## src/rtl/field_rmw_pkg.sv

```systemverilog
package field_rmw_pkg;

  localparam int DESC_W   = 32;
  localparam int FIELD_IW = 8;
  localparam int WADDR_IW = 16;

  typedef struct packed {
    logic [WADDR_IW-1:0] word;
    logic [FIELD_IW-1:0] width;
    logic [FIELD_IW-1:0] offset;
  } fdesc_t;

  typedef enum logic [1:0] {
    ST_IDLE  = 2'd0,
    ST_READ  = 2'd1,
    ST_WRITE = 2'd2
  } rmw_state_e;

endpackage

```

## src/rtl/rmw_ctrl.sv

```systemverilog
module rmw_ctrl
  import field_rmw_pkg::*;
#(
  parameter int DATA_W    = 32,
  parameter int ADDR_W    = 4,
  parameter int BASE_ADDR = 2
) (
  input  logic                clk,
  input  logic                rst_n,
  input  logic                req_valid,
  input  logic [DESC_W-1:0]   req_desc,
  input  logic [DATA_W-1:0]   req_value,
  output logic                busy,
  output logic                done,
  output logic                rd_en,
  output logic                wr_en,
  output logic [ADDR_W-1:0]   tgt_addr,
  output logic [FIELD_IW-1:0] fld_width,
  output logic [FIELD_IW-1:0] fld_offset,
  output logic [DATA_W-1:0]   fld_value
);

  rmw_state_e state_q, state_d;
  logic       done_q, done_d;
  logic       accept;
  fdesc_t     desc_in, desc_q;
  logic [ADDR_W-1:0] tgt_d, tgt_q;
  logic [DATA_W-1:0] value_q;

  assign desc_in = fdesc_t'(req_desc);
  assign tgt_d   = ADDR_W'(32'(BASE_ADDR) + {16'b0, desc_in.word});

  always_comb begin
    state_d = state_q;
    accept  = 1'b0;
    unique case (state_q)
      ST_IDLE: begin
        if (req_valid) begin
          accept  = 1'b1;
          state_d = ST_READ;
        end
      end
      ST_READ:  state_d = ST_WRITE;
      ST_WRITE: state_d = ST_IDLE;
      default:  state_d = ST_IDLE;
    endcase
    done_d = (state_q == ST_WRITE);
  end

  always_ff @(posedge clk or negedge rst_n) begin
    if (!rst_n) begin
      state_q <= ST_IDLE;
      done_q  <= 1'b0;
    end else begin
      state_q <= state_d;
      done_q  <= done_d;
    end
  end

  always_ff @(posedge clk or negedge rst_n) begin
    if (!rst_n) begin
      desc_q  <= '0;
      tgt_q   <= '0;
      value_q <= '0;
    end else if (accept) begin
      desc_q  <= desc_in;
      tgt_q   <= tgt_d;
      value_q <= req_value;
    end
  end

  assign busy       = (state_q != ST_IDLE);
  assign done       = done_q;
  assign rd_en      = (state_q == ST_READ);
  assign wr_en      = (state_q == ST_WRITE);
  assign tgt_addr   = tgt_q;
  assign fld_width  = desc_q.width;
  assign fld_offset = desc_q.offset;
  assign fld_value  = value_q;

  a_r8_done_single: assert property (@(posedge clk) disable iff (!rst_n)
    done |=> !done);
  a_r8_done_after_write: assert property (@(posedge clk) disable iff (!rst_n)
    wr_en |=> (done && !busy));
  a_r7_write_follows_read: assert property (@(posedge clk) disable iff (!rst_n)
    rd_en |=> (wr_en && $stable(tgt_addr)));
  a_r7_no_overlap: assert property (@(posedge clk) disable iff (!rst_n)
    !(rd_en && wr_en));
  a_r9_held_while_busy: assert property (@(posedge clk) disable iff (!rst_n)
    busy |=> ($stable(fld_width) && $stable(fld_offset) && $stable(fld_value)));

endmodule

```

## src/rtl/rmw_field_mask.sv

```systemverilog
module rmw_field_mask
  import field_rmw_pkg::*;
#(
  parameter int DATA_W = 32
) (
  input  logic [FIELD_IW-1:0] fld_width,
  input  logic [FIELD_IW-1:0] fld_offset,
  output logic [DATA_W-1:0]   fld_mask
);

  localparam int SUM_W = FIELD_IW + 2;

  logic [SUM_W-1:0] lo, hi;

  assign lo = SUM_W'(fld_offset);
  assign hi = SUM_W'(fld_offset) + SUM_W'(fld_width);

  for (genvar i = 0; i < DATA_W; i++) begin : g_bit
    localparam logic [SUM_W-1:0] IDX = SUM_W'(i);
    assign fld_mask[i] = (IDX >= lo) && (IDX < hi);
  end

endmodule

```

## src/rtl/rmw_merge.sv

```systemverilog
module rmw_merge
  import field_rmw_pkg::*;
#(
  parameter int DATA_W = 32
) (
  input  logic [DATA_W-1:0]   old_word,
  input  logic [DATA_W-1:0]   fld_value,
  input  logic [FIELD_IW-1:0] fld_offset,
  input  logic [DATA_W-1:0]   fld_mask,
  output logic [DATA_W-1:0]   new_word
);

  logic [DATA_W-1:0] placed;

  assign placed   = fld_value << fld_offset;
  assign new_word = (old_word & ~fld_mask) | (placed & fld_mask);

endmodule

```

## src/rtl/field_rmw_engine.sv

```systemverilog
module field_rmw_engine
  import field_rmw_pkg::*;
#(
  parameter int DATA_W    = 32,
  parameter int ADDR_W    = 4,
  parameter int BASE_ADDR = 2
) (
  input  logic              clk,
  input  logic              rst_n,
  input  logic              req_valid,
  input  logic [31:0]       req_desc,
  input  logic [DATA_W-1:0] req_value,
  output logic              busy,
  output logic              done,
  output logic              mem_re,
  output logic              mem_we,
  output logic [ADDR_W-1:0] mem_addr,
  output logic [DATA_W-1:0] mem_wdata,
  input  logic [DATA_W-1:0] mem_rdata
);

  logic [FIELD_IW-1:0] fld_width, fld_offset;
  logic [DATA_W-1:0]   fld_value, fld_mask;

  rmw_ctrl #(
    .DATA_W    (DATA_W),
    .ADDR_W    (ADDR_W),
    .BASE_ADDR (BASE_ADDR)
  ) i_ctrl (
    .clk        (clk),
    .rst_n      (rst_n),
    .req_valid  (req_valid),
    .req_desc   (req_desc),
    .req_value  (req_value),
    .busy       (busy),
    .done       (done),
    .rd_en      (mem_re),
    .wr_en      (mem_we),
    .tgt_addr   (mem_addr),
    .fld_width  (fld_width),
    .fld_offset (fld_offset),
    .fld_value  (fld_value)
  );

  rmw_field_mask #(.DATA_W(DATA_W)) i_mask (
    .fld_width  (fld_width),
    .fld_offset (fld_offset),
    .fld_mask   (fld_mask)
  );

  rmw_merge #(.DATA_W(DATA_W)) i_merge (
    .old_word   (mem_rdata),
    .fld_value  (fld_value),
    .fld_offset (fld_offset),
    .fld_mask   (fld_mask),
    .new_word   (mem_wdata)
  );

  a_r5_full_word: assert property (@(posedge clk) disable iff (!rst_n)
    (mem_we && fld_offset == '0 && 32'(fld_width) >= DATA_W) |-> (mem_wdata == fld_value));
  a_r6_empty_field: assert property (@(posedge clk) disable iff (!rst_n)
    (mem_we && (fld_width == '0 || 32'(fld_offset) >= DATA_W)) |-> (mem_wdata == mem_rdata));
  a_r3_below_offset_kept: assert property (@(posedge clk) disable iff (!rst_n)
    (mem_we && fld_offset != '0 && 32'(fld_offset) < DATA_W) |->
      (((mem_wdata ^ mem_rdata) & ((DATA_W'(1) << fld_offset) - DATA_W'(1))) == '0));

endmodule

```

## config.mk

```make
export PLATFORM = sky130hd
export DESIGN_NAME = field_rmw_engine
export DESIGN_NICKNAME = d
export VERILOG_FILES = /design/src/rtl/field_rmw_pkg.sv /design/src/rtl/rmw_ctrl.sv /design/src/rtl/rmw_field_mask.sv /design/src/rtl/rmw_merge.sv /design/src/rtl/field_rmw_engine.sv
export SDC_FILE = /design/constraint.sdc
export NUM_CORES = 1
export LEC_CHECK = 0
export BUFFER_PORTS_ARGS = -buffer_cell sky130_fd_sc_hd__buf_2
export CAP_MARGIN = 10
export CORE_ASPECT_RATIO = 0.7
export CORE_MARGIN = 5
export CORE_UTILIZATION = 45
export CTS_BUF_LIST = sky130_fd_sc_hd__clkbuf_16
export CTS_CLUSTER_SIZE = 12
export DETAILED_ROUTE_END_ITERATION = 10
export PLACE_DENSITY = 0.77
export SLEW_MARGIN = 20
export SYNTH_ARGS = -nofsm -noshare
export SYNTH_HDL_FRONTEND = slang
export SYNTH_SLANG_ARGS = --single-unit
```

## constraint.sdc

```tcl
create_clock -name clk -period 3.7 [get_ports clk]
set_clock_uncertainty 0.1 [all_clocks]
set_input_delay 0 -clock clk [delete_from_list [all_inputs] [get_ports clk]]
set_output_delay 0 -clock clk [all_outputs]
set_load 0.005 [all_outputs]
```

* Word level (Yosys, flattened, before mapping)
Index checks and enable logic that the tools add are counted.
** Storage, ports and cells
- Register bits after elaboration :: 55
- Word-level logic and storage cells :: 118
- Input bits :: 99
- Bits in read-only memories :: 0
- Latch bits :: 0
- Memories :: 0
- Bits in writable memories :: 0
- Output and inout bits :: 40
** Cells by class
- Mux-type cells :: 4
- Reductions and logical operators :: 34
- Shift operators :: 1
- $mul :: 0
- Divide/modulo/power cells :: 0
- Equality and inequality tests :: 3
- Order comparisons :: 64
- Bitwise operators :: 4
- $add $sub $neg :: 2
** Operator list (number)
- 5-bit by 10-bit < comparator with 1-bit output (first input constant) :: 16
- 5-bit by 8-bit >= comparator with 1-bit output (first input constant) :: 16
- 4-bit by 10-bit < comparator with 1-bit output (first input constant) :: 8
- 32-bit bitwise AND :: 2
- 4-bit by 8-bit >= comparator with 1-bit output (first input constant) :: 8
- 3-bit by 10-bit < comparator with 1-bit output (first input constant) :: 4
- 3-bit by 8-bit >= comparator with 1-bit output (first input constant) :: 4
- 1-bit logical AND :: 32
- 32-bit inverter :: 1
- 32-bit OR :: 1
- 32-bit by 8-bit << shifter with 32-bit output :: 1
- 1-bit by 10-bit < comparator with 1-bit output (first input constant) :: 2
- 2-bit by 10-bit < comparator with 1-bit output (first input constant) :: 2
- 1-bit by 8-bit >= comparator with 1-bit output (first input constant) :: 2
- 2-bit by 8-bit >= comparator with 1-bit output (first input constant) :: 2
- 8-bit by 8-bit adder with 9-bit output :: 1
- 2-bit by 4-bit adder with 4-bit output (first input constant) :: 1
- 2-bit one-hot mux with 2 select lines :: 1
- 2-bit by 1-bit equality test with 1-bit output (second input constant) :: 1
- 2-bit equality test (second input constant) :: 1
- 2-bit logical NOT :: 1
- 1-bit two-way mux :: 2
- 2-bit two-way mux :: 1
- 2-bit inequality test (second input constant) :: 1
- 2-bit nonzero test :: 1

* Longest topological paths before layout
Gate-level depths: netlist of run 1.
- Word-level depth :: 6
- Mapped depth :: 9
- Mapped depth without buffers :: 8

* Cells and area by module
From an unflattened synthesis of run 1, not the netlist that was laid out.
** Second synthesis, totals
- Cells, all modules :: 570
- Area total of the unflattened synthesis :: 5644.2 sq um
** By module, submodules not included
- rmw_merge :: sequential area each 0.0 sq um, times used 1, cells an instance 294, area an instance 2382.3 sq um
- rmw_ctrl :: sequential area each 1376.3 sq um, times used 1, cells an instance 121, area an instance 2316.0 sq um
- rmw_field_mask :: sequential area each 0.0 sq um, times used 1, cells an instance 155, area an instance 945.9 sq um

* Worst setup path before layout of run 1
Ideal clock, no wire load.
- Kind :: register -> output
- Start :: register i_ctrl.desc_q, in the netlist i_ctrl.fld_width[0]
- End :: output mem_wdata[8]
- Data required time :: 3.600 ns
- Cell stages (with the launch flop) :: 9
- Setup slack :: 0.802 ns
- Arrival :: 2.798 ns
- Path buffers :: 0
- Cells stage by stage :: dfrtp_1 -> ha_1 -> fa_1 -> a21o_4 -> and3_1 -> a211oi_4 -> a2111oi_4 -> a2111oi_2 -> mux2_1
** On the way
- Longest elaborated chain between the ends :: 6
- Elaborated cells between the ends (all ways) :: 7
- Classes of those cells :: add/sub (1); order compare (1); bitwise (4); reduce/logical (1)
** Ends and longest elaborated chain
- from (decl) :: RTL line rmw_ctrl.sv:26 : fdesc_t desc_in, desc_q;
- from (signal assigned) :: RTL line rmw_ctrl.sv:66 : desc_q <= desc_in;
- 8-bit by 8-bit adder with 9-bit output (*) :: RTL line rmw_field_mask.sv:16 : assign hi = SUM_W'(fld_offset) + SUM_W'(fld_width);
- 4-bit by 10-bit < comparator with 1-bit output (*) :: RTL line rmw_field_mask.sv:20 : assign fld_mask[i] = (IDX >= lo) && (IDX < hi);
- 1-bit logical AND (*) :: RTL line rmw_field_mask.sv:20
- 32-bit inverter :: RTL line rmw_merge.sv:16 : assign new_word = (old_word & ~fld_mask) | (placed & fld_mask);
- 32-bit bitwise AND :: RTL line rmw_merge.sv:16
- 32-bit OR (*) :: RTL line rmw_merge.sv:16
- to (decl) :: RTL line field_rmw_engine.sv:18 : output logic [DATA_W-1:0] mem_wdata,
Every way passes the cells marked *; elsewhere a longest branch is shown, timed or not.

* Worst setup path after layout of run 1
- Start :: register i_ctrl.desc_q, in the netlist i_ctrl.fld_offset[0]
- End :: output mem_wdata[10]
** On the way
- Longest elaborated chain between the ends :: 6
- Elaborated cells between the ends (all ways) :: 9
- Classes of those cells :: add/sub (1); order compare (2); shift (1); bitwise (4); reduce/logical (1)
** Ends and longest elaborated chain (RTL line)
- 8-bit by 8-bit adder with 9-bit output :: rmw_field_mask.sv:16
- 4-bit by 10-bit < comparator with 1-bit output :: rmw_field_mask.sv:20
- 1-bit logical AND :: rmw_field_mask.sv:20
- 32-bit inverter :: rmw_merge.sv:16
- 32-bit bitwise AND :: rmw_merge.sv:16
- 32-bit OR (*) :: rmw_merge.sv:16
Marked as above.

==> results.yml, run 1 <==
routing:
  wl_um: 19200
  num_vias: 5638
  dr.first_iter.drc_count: 648
  drcViolationCount: 0
  ant_nets: 0
  firstDrtPassIters: 5
  via_per_inst: 6.34
  wl_per_cell_um: 21.6
global_route:
  grt_util_all_layers_pct: 26.8
  grt_pass1_wl_um: 30200
  grt-ovfl-total: 0
  grt_pass1_vias: 5512
  grt_max_degree: 59
  antenna_found_initial: 0
synthesis:
  synthTopCellsByArea: "dfrtp_1 (26%), mux2_2 (16%), mux2i_1 (6.8%)"
  synth_xor_area_share_pct: 0.639
  ys.flop_type: "dfrtp_1"
  ys_async_sr_fraction_pct: 100
  synth_seq_cells: 55
  synth.area.mux_share_pct: 29.6
  syn_area_um2: 5280
  synth_top_cell_area_share_pct: 26.0
  synth-warning-count: 0
  synth_top_family_by_area: "multiplexers"
  yosys.area.top_type: "dfrtp_1"
  synth.avg_cell_area_um2: 9.37
  synthAdderAreaFrac_pct: 2.51
  syn_inst: 564
  yosysUniqueCellTypes: 75
  yosysSeqAreaShare_pct: 26.0
  synthSimpleGateAreaFrac_pct: 14.5
  synth_enable_flop_cells: 0
  synth_compound_area_share_pct: 22.3
  syn_nets: 673
placed_design:
  io_buffers: 126
  dp_hpwl_um: 14300
  place.gp.congestion: 1.02
  placed_area_um2: 6080
power_and_ir_drop:
  clkPwrFrac_pct: 12.8
  p_leak_nw: 2.91
  combPwrFrac_pct: 66.0
  p_per_area_nw_per_um2: 630
  intPower_w: 0.00222
  p_sw_w: 0.00211
  irDropWorstVdd_mv: 0.271
  pwr-share-seq_pct: 21.2
  p_sw_share_pct: 48.7
setup_path:
  startpoint_type: "flop"
  worstSetupPathType: "reg -> out"
  r2r_start: "i_ctrl.state_q[1]$_DFFE_PN0P_"
  crit_path_end_kind: "primary output"
  crit_arrival_ns: 3.46
  ff2ff_setup_slack_ns: 1.67
  cp_max_fo: 8
  crit_required_ns: 3.60
  reg2reg_depth: 4
  r2r_end: "i_ctrl.fld_offset[1]$_DFFE_PN0P_"
timing:
  hold_viol_final: 0
  fin_setup_tns_ns: 0
  worst_slew_pin_slew_ns: 0.744
  slew_viol_final: 0
  rsz0062_at_grt: "false"
  post-route-min-period_ns: 3.56
  timing.fmax_mhz: 281
  post-route-period-util_pct: 96.1
  max_slew_margin_pct: 50.4
  setup_violations: 0
layout:
  final_nets: 840
  fillers: 986
  n_antenna_cell: 0
  syn2layout_area_growth_pct: 30.1
  fin_area_um2: 6880
  fin_util_pct: 59.3
  drive_above_1_share_pct: 38.5
floorplanning:
  die_x_um: 140
  row_count: 33
  core_area_um2: 11600
  start_util_pct: 45.5
  io_pins: 139
  die_y_um: 101
  die_area_um2: 14000
cts:
  path_clk_slew_ns: 0.08
  clock_path_buffers: 2
  clockRootBuffer: "clkbuf_16"
  cts_sinks: 55
  cts.htree.levels: 2
  numCtsBuffers: 5
  clk_latency_ns: 0.30
  cts_tree: "yes"
worst_hold_path:
  holdCritPathClass: "in -> async"
run_status:
  outcome: "finished clean"
job:
  drv_cap: 0
## per-layer routing
layer	share of wire [%]	track usage, %	wire length (um)	vias up
met1	44	38.8	8480	2720
met4	1.8	5.26	336	0
met2	43	39.5	8220	357
li1	-	-	-	2516
met5	0	0	0	-
met3	11	8.53	2150	45
## placed cells by master, fill, tap and decap left out, types with 3 or more instances in the layout
master | netlist | layout
mux2i_1 | 36 | 36
dlygate4sd3_1 | 0 | 53
o21a_1 | 5 | 5
a32oi_1 | 3 | 3
dfrtp_1 | 55 | 54
o311a_1 | 3 | 3
nand3_1 | 9 | 9
clkbuf_16 | 0 | 5
or2_2 | 7 | 7
a221oi_1 | 10 | 10
nor2_1 | 42 | 41
a21oi_1 | 19 | 19
nor2b_1 | 6 | 6
nand4b_1 | 3 | 3
mux2_2 | 77 | 77
buf_2 | 13 | 126
a211oi_1 | 15 | 15
a31oi_1 | 3 | 3
nand4_1 | 3 | 3
nand2_1 | 36 | 36
a21o_1 | 4 | 4
nor3_1 | 12 | 9
and3_1 | 8 | 8
ha_1 | 9 | 9
inv_1 | 8 | 8
and2_1 | 4 | 4
nor3_2 | 0 | 3
o22ai_1 | 19 | 19
mux4_2 | 10 | 10
o31ai_1 | 8 | 7
a211o_1 | 3 | 3
nor4_1 | 5 | 4
o211ai_1 | 5 | 5
buf_4 | 0 | 26
o21ai_0 | 26 | 26
mux2_1 | 10 | 10
## worst max-delay path by stage
stage / start / cells after the start / slack [ns] / end
after floorplan: i_ctrl.fld_width[0]$_DFFE_PN0P_ / 8 / 0.80 / mem_wdata[8]
after global placement: i_ctrl.fld_offset[0]$_DFFE_PN0P_ / 9 / 0.28 / mem_wdata[0]
after detailed placement: i_ctrl.fld_offset[0]$_DFFE_PN0P_ / 9 / 0.24 / mem_wdata[20]
after CTS: i_ctrl.fld_offset[0]$_DFFE_PN0P_ / 9 / 0.001 / mem_wdata[10]
after global routing: i_ctrl.fld_offset[0]$_DFFE_PN0P_ / 11 / 0.04 / mem_wdata[8]
final: i_ctrl.fld_offset[0]$_DFFE_PN0P_ / 10 / 0.14 / mem_wdata[10]
## metrics by stage
stage	instances	setup WS, ns	power (W)	hold WS (ns)
after floorplan	564	0.802	0.00271	-0.396
after global placement	823	0.280	0.00350	-0.124
after detailed placement	823	0.235	0.00355	-0.114
after CTS	885	0.00105	0.00419	0.100
after global routing	889	0.0378	0.00457	0.137
final	889	0.144	0.00433	0.0894
## power by group through the flow
stage	clock network, W	registers [W]	logic (W)
6_report	0.000554	0.000919	0.00286
5_1_grt	0.000583	0.000945	0.00304
4_1_cts	0.000563	0.000915	0.00271
3_5_place_dp	0	0.000925	0.00262
3_3_place_gp	0	0.000916	0.00259
2_1_floorplan	0	0.000861	0.00185
## state kept, by name (all words and copies together), names as in the netlist
name	cells
i_ctrl.fld_value	32
i_ctrl.tgt_addr	4
i_ctrl.state_q	2
i_ctrl.fld_width	8
i_ctrl.fld_offset	8
i_ctrl.done	1
## worst max-delay path, stage by stage, from the launching register on
cell       delay, ns
dfrtp_2         0.41
ha_1            0.29
fa_2            0.44
a21o_4          0.28
a21oi_1         0.22
buf_4           0.17
o21ai_1         0.18
a2111oi_4       0.53
a211oi_1        0.16
mux2_1          0.32
buf_2           0.13
## cells in the mapped netlist (all sizes together), types with 4 or more instances
cell type and instances:
a211oi 19, or2 8, dfrtp 55, clkbuf 27
a21o 5, a221oi 10, o311ai 4, a21oi 22
nor2b 6, and3 8, nand3 9, nor4 5
inv 9, buf 18, mux2 87, nor2 42
nand2 36, o21a 5, ha 9, nor3 12
o22ai 19, o31ai 9, o211ai 6, mux4 10
and2 4, o21ai 28, mux2i 36
## timing repair
item                       4_1_cts  5_1_grt
hold endpoints to repair        73        0
gates resized for setup          5        7
gates cloned                     0        0
hold buffers                    53        0
setup endpoints to repair        8       21
pin swaps                        1        3
buffers inserted                 1        4
## area by class of cell
type | count | area, um2 | area share [%]
Sequential cell | 55 | 1380 | 20.0
Timing Repair Buffer | 205 | 1360 | 19.7
Clock inverter | 3 | 42.5 | 0.619
Tap cell | 157 | 196 | 2.86
Inverter | 9 | 33.8 | 0.491
Clock buffer | 5 | 125 | 1.82
Multi-Input combinational cell | 455 | 3740 | 54.5
## logic make-up after synthesis
kind of cell	after synthesis
buffers and inverters	54
muxes	133
DFF	55
adders and majority gates	10
and+or+nand+nor	152
xor gates and xnor gates	3
AOI/OAI and AO/OA	157
Power figures use the tool's default switching activity.
==> inputs of run 2 (changes only) <==
==> constraint.sdc (replaced) <==
create_clock -name clk -period 3.9 [get_ports clk]
set_clock_uncertainty 0.1 [all_clocks]
set_input_delay 0 -clock clk [delete_from_list [all_inputs] [get_ports clk]]
set_output_delay 0 -clock clk [all_outputs]
set_load 0.005 [all_outputs]
==> run 2 against run 1 <==
  * Via count decreased by 2.9%
  * Critical path depth down 1
  * Register-to-register slack better by 0.19 ns
  * Routed wire length is 1.3% lower
  * Non-clock buffer count fell by 10
  * Critical endpoint is now mem_wdata[19]
==> results.yml, run 2 (synthesis results as in run 1) <==
setup_path:
  r2r_start: "i_ctrl.state_q[1]$_DFFE_PN0P_"
  startpoint_type: "flop"
  slowest_stage: "o31ai_1"
  ff2ff_setup_slack_ns: 1.86
  worstSetupPathType: "reg -> out"
  crit_arrival_ns: 3.74
  cp_max_fo: 8
  reg2reg_depth: 4
  cp_slowest_stage_delay_ns: 0.60
  crit_path_end_kind: "primary output"
  r2r_end: "i_ctrl.fld_offset[1]$_DFFE_PN0P_"
  path_cells: "ha_1, fa_1, a21o_4, a211oi_2, nor3_2, o31ai_1, o221ai_1, mux2_2, buf_2"
  crit_required_ns: 3.80
  cp-startpoint: "i_ctrl.fld_width[0]$_DFFE_PN0P_"
cts:
  clock_path_buffers: 2
  numCtsBuffers: 5
  cts.htree.levels: 2
  path_clk_slew_ns: 0.07
  clk_latency_ns: 0.30
  cts_sinks: 55
  clockRootBuffer: "clkbuf_16"
  cts_tree: "yes"
floorplanning:
  io_pins: 139
  start_util_pct: 45.5
  die_x_um: 140
  die_y_um: 101
  row_count: 33
  die_area_um2: 14000
  core_area_um2: 11600
routing:
  wl_um: 18900
  via_per_inst: 6.23
  wl_per_cell_um: 21.5
  drcViolationCount: 0
  firstDrtPassIters: 5
  ant_nets: 0
  num_vias: 5472
  dr.first_iter.drc_count: 535
power_and_ir_drop:
  p_leak_nw: 2.86
  p_sw_w: 0.00196
  combPwrFrac_pct: 65.8
  clkPwrFrac_pct: 12.0
  intPower_w: 0.00197
  p_sw_share_pct: 49.9
  p_per_area_nw_per_um2: 581
  pwr-share-seq_pct: 22.2
  irDropWorstVdd_mv: 0.351
placed_design:
  place.gp.congestion: 0.986
  dp_hpwl_um: 14300
  placed_area_um2: 6030
  dp_worst_setup_slack_ns: 0.397
  io_buffers: 126
  dpl.cell_count: 816
timing:
  rsz0062_at_grt: "true"
  setup_violations: 0
  post-route-period-util_pct: 98.4
  post-route-min-period_ns: 3.84
  finalWorstSetupSlack_ns: 0.0641
  slew_viol_final: 0
  worst_slew_pin_slew_ns: 1.10
  hold_viol_final: 0
  timing.fmax_mhz: 261
  max_slew_margin_pct: 26.3
job:
  drv_cap: 0
layout:
  final_cell_mix: "buf_2 (126), mux2_2 (77), dlygate4sd3_1 (54), dfrtp_1 (54), nor2_1 (41)"
  largest_reg_flops: 32
  syn2layout_area_growth_pct: 27.9
  fin_area_um2: 6760
  multi_input_area_um2: 3710
  n_antenna_cell: 0
  final_nets: 830
  layout_commonest_cell: "buf_2"
  drive_above_1_share_pct: 37.0
  regArea_um2: 1380
  fillers: 1041
  final_cells: 879
global_route:
  grt_pass1_wl_um: 29100
  grt_max_degree: 59
  antenna_found_initial: 0
  grt_util_all_layers_pct: 25.9
  grt-ovfl-total: 0
  grt_pass1_vias: 5302
worst_hold_path:
  min_path_cells: 3
  min_to: "mem_wdata[31]"
  worstHoldStart: "mem_rdata[31]"
  holdCritPathClass: "in -> out"
run_status:
  outcome: "finished clean"
run 2: cell types whose count changed in the layout (fill, tap and decap cells not counted), sizes merged:
| cell | delta |
|---|---|
| buf | -11 |
| bufinv | -1 |
| clkinvlp | +1 |
| dlygate4sd3 | +1 |
run 2: how the worst max path moves through the flow:
stage | depth (start not counted) | slack [ns] | endpoint
4_1_cts | 9 | 0.08 | mem_wdata[20]
2_1_floorplan | 8 | 1.00 | mem_wdata[8]
3_5_place_dp | 9 | 0.40 | mem_wdata[20]
5_1_grt | 9 | -0.03 | mem_wdata[8]
3_3_place_gp | 9 | 0.49 | mem_wdata[20]
6_report | 9 | 0.06 | mem_wdata[19]
run 2: timing repair:
item | CTS | global route
setup buffers | 0 | 1
endpoints found under the hold margin | 107 | 0
gates resized for setup | 0 | 5
hold buffers | 54 | 0
setup endpoints to repair | 0 | 12
run 2: cell type report:
| cell class | instances | area share, % |
|---|---|---|
| inverter | 9 | 0.500 |
| clock inverter | 3 | 0.407 |
| multi-input combinational | 455 | 54.9 |
| tap | 157 | 2.91 |
| sequential | 55 | 20.4 |
| timing repair buffer | 195 | 19.0 |
| clock buffer | 5 | 1.85 |
run 2: metal layers:
metal / global-route usage (%) / part of all wire (%)
met5: 0 / 0
met4: 3.68 / 0.81
met3: 7.16 / 11
met2: 39.7 / 44
met1: 37.6 / 44
run 2: power by group through the flow:
stage	sequential (W)	clock [W]	combinational (W)
5_1_grt	0.000893	0.000503	0.00273
4_1_cts	0.000871	0.000477	0.00247
6_report	0.000873	0.000470	0.00258
2_1_floorplan	0.000817	0	0.00176
3_3_place_gp	0.000867	0	0.00239
3_5_place_dp	0.000881	0	0.00241
run 2: critical path, delay by kind of cell, from the launching register on:
| kind | cells | cell delay (ns) |
|---|---|---|
| buffers and inverters | 1 | 0.13 |
| AOI/OAI and AO/OA | 4 | 1.58 |
| and+or+nand+nor | 1 | 0.14 |
| DFF | 1 | 0.39 |
| muxes | 1 | 0.35 |
| adders and majority gates | 2 | 0.85 |
run 2: stage by stage:
stage | TNS [ns] | hold slack, ns | power [W] | util (%)
after floorplan | 0 | -0.396 | 0.00257 | -
after global placement | 0 | -0.256 | 0.00326 | 52.0
after detailed placement | 0 | -0.256 | 0.00330 | 52.0
after CTS | 0 | 0.169 | 0.00382 | 58.0
after global routing | -0.131 | 0.200 | 0.00413 | 58.2
final | 0 | 0.167 | 0.00393 | 58.2
==> inputs of run 3 (changes only) <==
--- a/config.mk
+++ b/config.mk
@@ -13,7 +13,7 @@
 export CTS_BUF_LIST = sky130_fd_sc_hd__clkbuf_16
 export CTS_CLUSTER_SIZE = 12
 export DETAILED_ROUTE_END_ITERATION = 10
-export PLACE_DENSITY = 0.77
+export PLACE_DENSITY = 0.8
 export SLEW_MARGIN = 20
 export SYNTH_ARGS = -nofsm -noshare
 export SYNTH_HDL_FRONTEND = slang
==> constraint.sdc (replaced) <==
create_clock -name clk -period 3.3 [get_ports clk]
set_clock_uncertainty 0.1 [all_clocks]
set_input_delay 0 -clock clk [delete_from_list [all_inputs] [get_ports clk]]
set_output_delay 0 -clock clk [all_outputs]
set_load 0.005 [all_outputs]
==> run 3 against run 2 <==
  * The run now ends with negative setup slack left
  * Total power up 35%
  * Clock power up 22%
  * Register-to-register slack got worse by 0.83 ns
  * Critical path depth shrank 1
  * Sequential power rose by 17%
  * Flip-flop and latch count unchanged
  * First-iteration DRC count rose by 11%
  * Core utilization grew 5.1 points
  * Worst setup slack lost 0.13 ns
  * Cell count rose by 3.9%
  * Count of clock-buffer cells in the layout did not move
  * Largest power group unchanged
==> results.yml, run 3 (synthesis results as in run 1) <==
floorplanning:
  io_pins: 139
  die_area_um2: 14000
  die_x_um: 140
  start_util_pct: 45.5
  die_y_um: 101
  row_count: 33
  core_area_um2: 11600
placed_design:
  place.gp.congestion: 1.03
  placed_area_um2: 6240
  io_buffers: 126
  dp_hpwl_um: 15200
routing:
  dr.first_iter.drc_count: 592
  num_vias: 5777
  drcViolationCount: 0
  firstDrtPassIters: 5
  wl_per_cell_um: 22.4
  via_per_inst: 6.33
  ant_nets: 0
  wl_um: 20400
global_route:
  grt_pass1_vias: 5528
  grt_pass1_wl_um: 30900
  grt_util_all_layers_pct: 27.9
  antenna_found_initial: 1
  grt-ovfl-total: 0
  grt_max_degree: 47
setup_path:
  cp_num_cells: 8
  worstSetupPathType: "reg -> out"
  slowest_stage: "or3b_2"
  reg2reg_depth: 4
  ff2ff_setup_slack_ns: 1.03
  crit_path_end_kind: "primary output"
  crit_buf_inv: 2
  cp_top_family: "compound AO/OA/AOI/OAI gates"
  crit_arrival_ns: 3.26
  cp_max_fo: 20
  crit_required_ns: 3.20
  path_cells: "buf_4, or3b_2, o22ai_1, mux2i_1, o211a_1, a211oi_1, mux2_1, buf_2"
  startpoint_type: "flop"
  cp_slowest_stage_delay_ns: 0.68
timing:
  post-route-min-period_ns: 3.36
  worst_slew_pin_slew_ns: 0.822
  max_slew_margin_pct: 45.1
  rsz0062_at_grt: "true"
  slew_viol_final: 0
  setup_violations: 6
  post-route-period-util_pct: 102
  hold_viol_final: 0
  finalWorstSetupSlack_ns: -0.0619
  timing.fmax_mhz: 297
worst_hold_path:
  holdCritPathClass: "in -> reg"
  min_path_cells: 4
layout:
  drive_above_1_share_pct: 44.7
  final_nets: 864
  largest_reg_flops: 32
  n_antenna_cell: 0
  final_cell_mix: "buf_2 (122), mux2_2 (74), dfrtp_1 (54)"
  fillers: 989
  layout_commonest_cell: "buf_2"
  syn2layout_area_growth_pct: 39.0
  fin_area_um2: 7350
  multi_input_area_um2: 3980
  regArea_um2: 1380
power_and_ir_drop:
  p_per_area_nw_per_um2: 721
  fin_total_pwr_w: 0.00529
  p_leak_nw: 3.11
  irDropWorstVdd_mv: 0.381
cts:
  clockRootBuffer: "clkbuf_16"
  clk_latency_ns: 0.31
  numCtsBuffers: 5
  clock_path_buffers: 2
  cts.htree.levels: 2
  path_clk_slew_ns: 0.08
  cts_sinks: 55
  cts_tree: "yes"
run_status:
  violations: "negative setup slack"
  outcome: "finished with violations"
job:
  drv_cap: 0
[run 3: repair_timing]
item                                    CTS  global route
setup buffers                             2            10
endpoints found under the hold margin    85             0
pin swaps                                 3            21
hold buffers                             53             0
gates resized for setup                  15            56
endpoints found under the setup margin   23            29
[run 3: layout make-up]
type                       instances  share of cell area [%]
inverter                           9                   0.460
clock inverter                     3                   0.460
tap                              157                    2.67
clock buffer                       5                    1.70
multi-input combinational        455                    54.1
sequential                        55                    18.7
timing repair buffer             229                    21.8
[run 3: metal layers]
metal	vias up	global-route usage, %	wire length [um]	part of all wire (%)
li1	2571	-	-	-
met1	2840	39.4	8970	44
met2	332	43.5	9050	44
met3	32	7.59	2050	10
met4	2	5.34	321	1.6
met5	-	0	13	0.064
[run 3: path summary, 6_finish.rpt]
check                                            startpoint                                to
max in group asynchronous                             rst_n  i_ctrl.fld_offset[0]$_DFFE_PN0P_
min reg2reg                   i_ctrl.state_q[1]$_DFFE_PN0P_     i_ctrl.state_q[1]$_DFFE_PN0P_
max                        i_ctrl.fld_offset[1]$_DFFE_PN0P_                     mem_wdata[25]
max reg2reg                   i_ctrl.state_q[1]$_DFFE_PN0P_  i_ctrl.fld_offset[0]$_DFFE_PN0P_
min                                               req_valid    i_ctrl.tgt_addr[1]$_DFFE_PN0P_
min in group asynchronous                             rst_n   i_ctrl.fld_width[6]$_DFFE_PN0P_
[run 3: power by group]
part	switching, W	total [W]	internal [W]
clock network	0.000278	0.000572	0.000294
logic	0.00215	0.00370	0.00155
registers	0.000175	0.00102	0.000845
total	0.00260	0.00529	0.00269
[run 3: worst register-to-register path, delay by kind of cell (launching register included)]
family / cells / cell delay (ns)
AND/OR/NAND/NOR: 2 / 0.90
buffers and inverters: 1 / 0.28
flip-flops: 1 / 0.40
multiplexers: 1 / 0.45
[run 3: stage by stage]
step / setup WS, ns / hold WS (ns) / instances / TNS, ns / util [%]
2_1_floorplan: 0.402 / -0.396 / 564 / 0 / -
3_3_place_gp: 0.00639 / -0.0164 / 840 / 0 / 53.7
3_5_place_dp: 0.0511 / 0.00443 / 840 / 0 / 53.7
4_1_cts: -0.0708 / 0.125 / 903 / -0.281 / 60.3
5_1_grt: -0.163 / 0.173 / 913 / -1.63 / 63.3
6_report: -0.0619 / 0.115 / 913 / -0.179 / 63.3
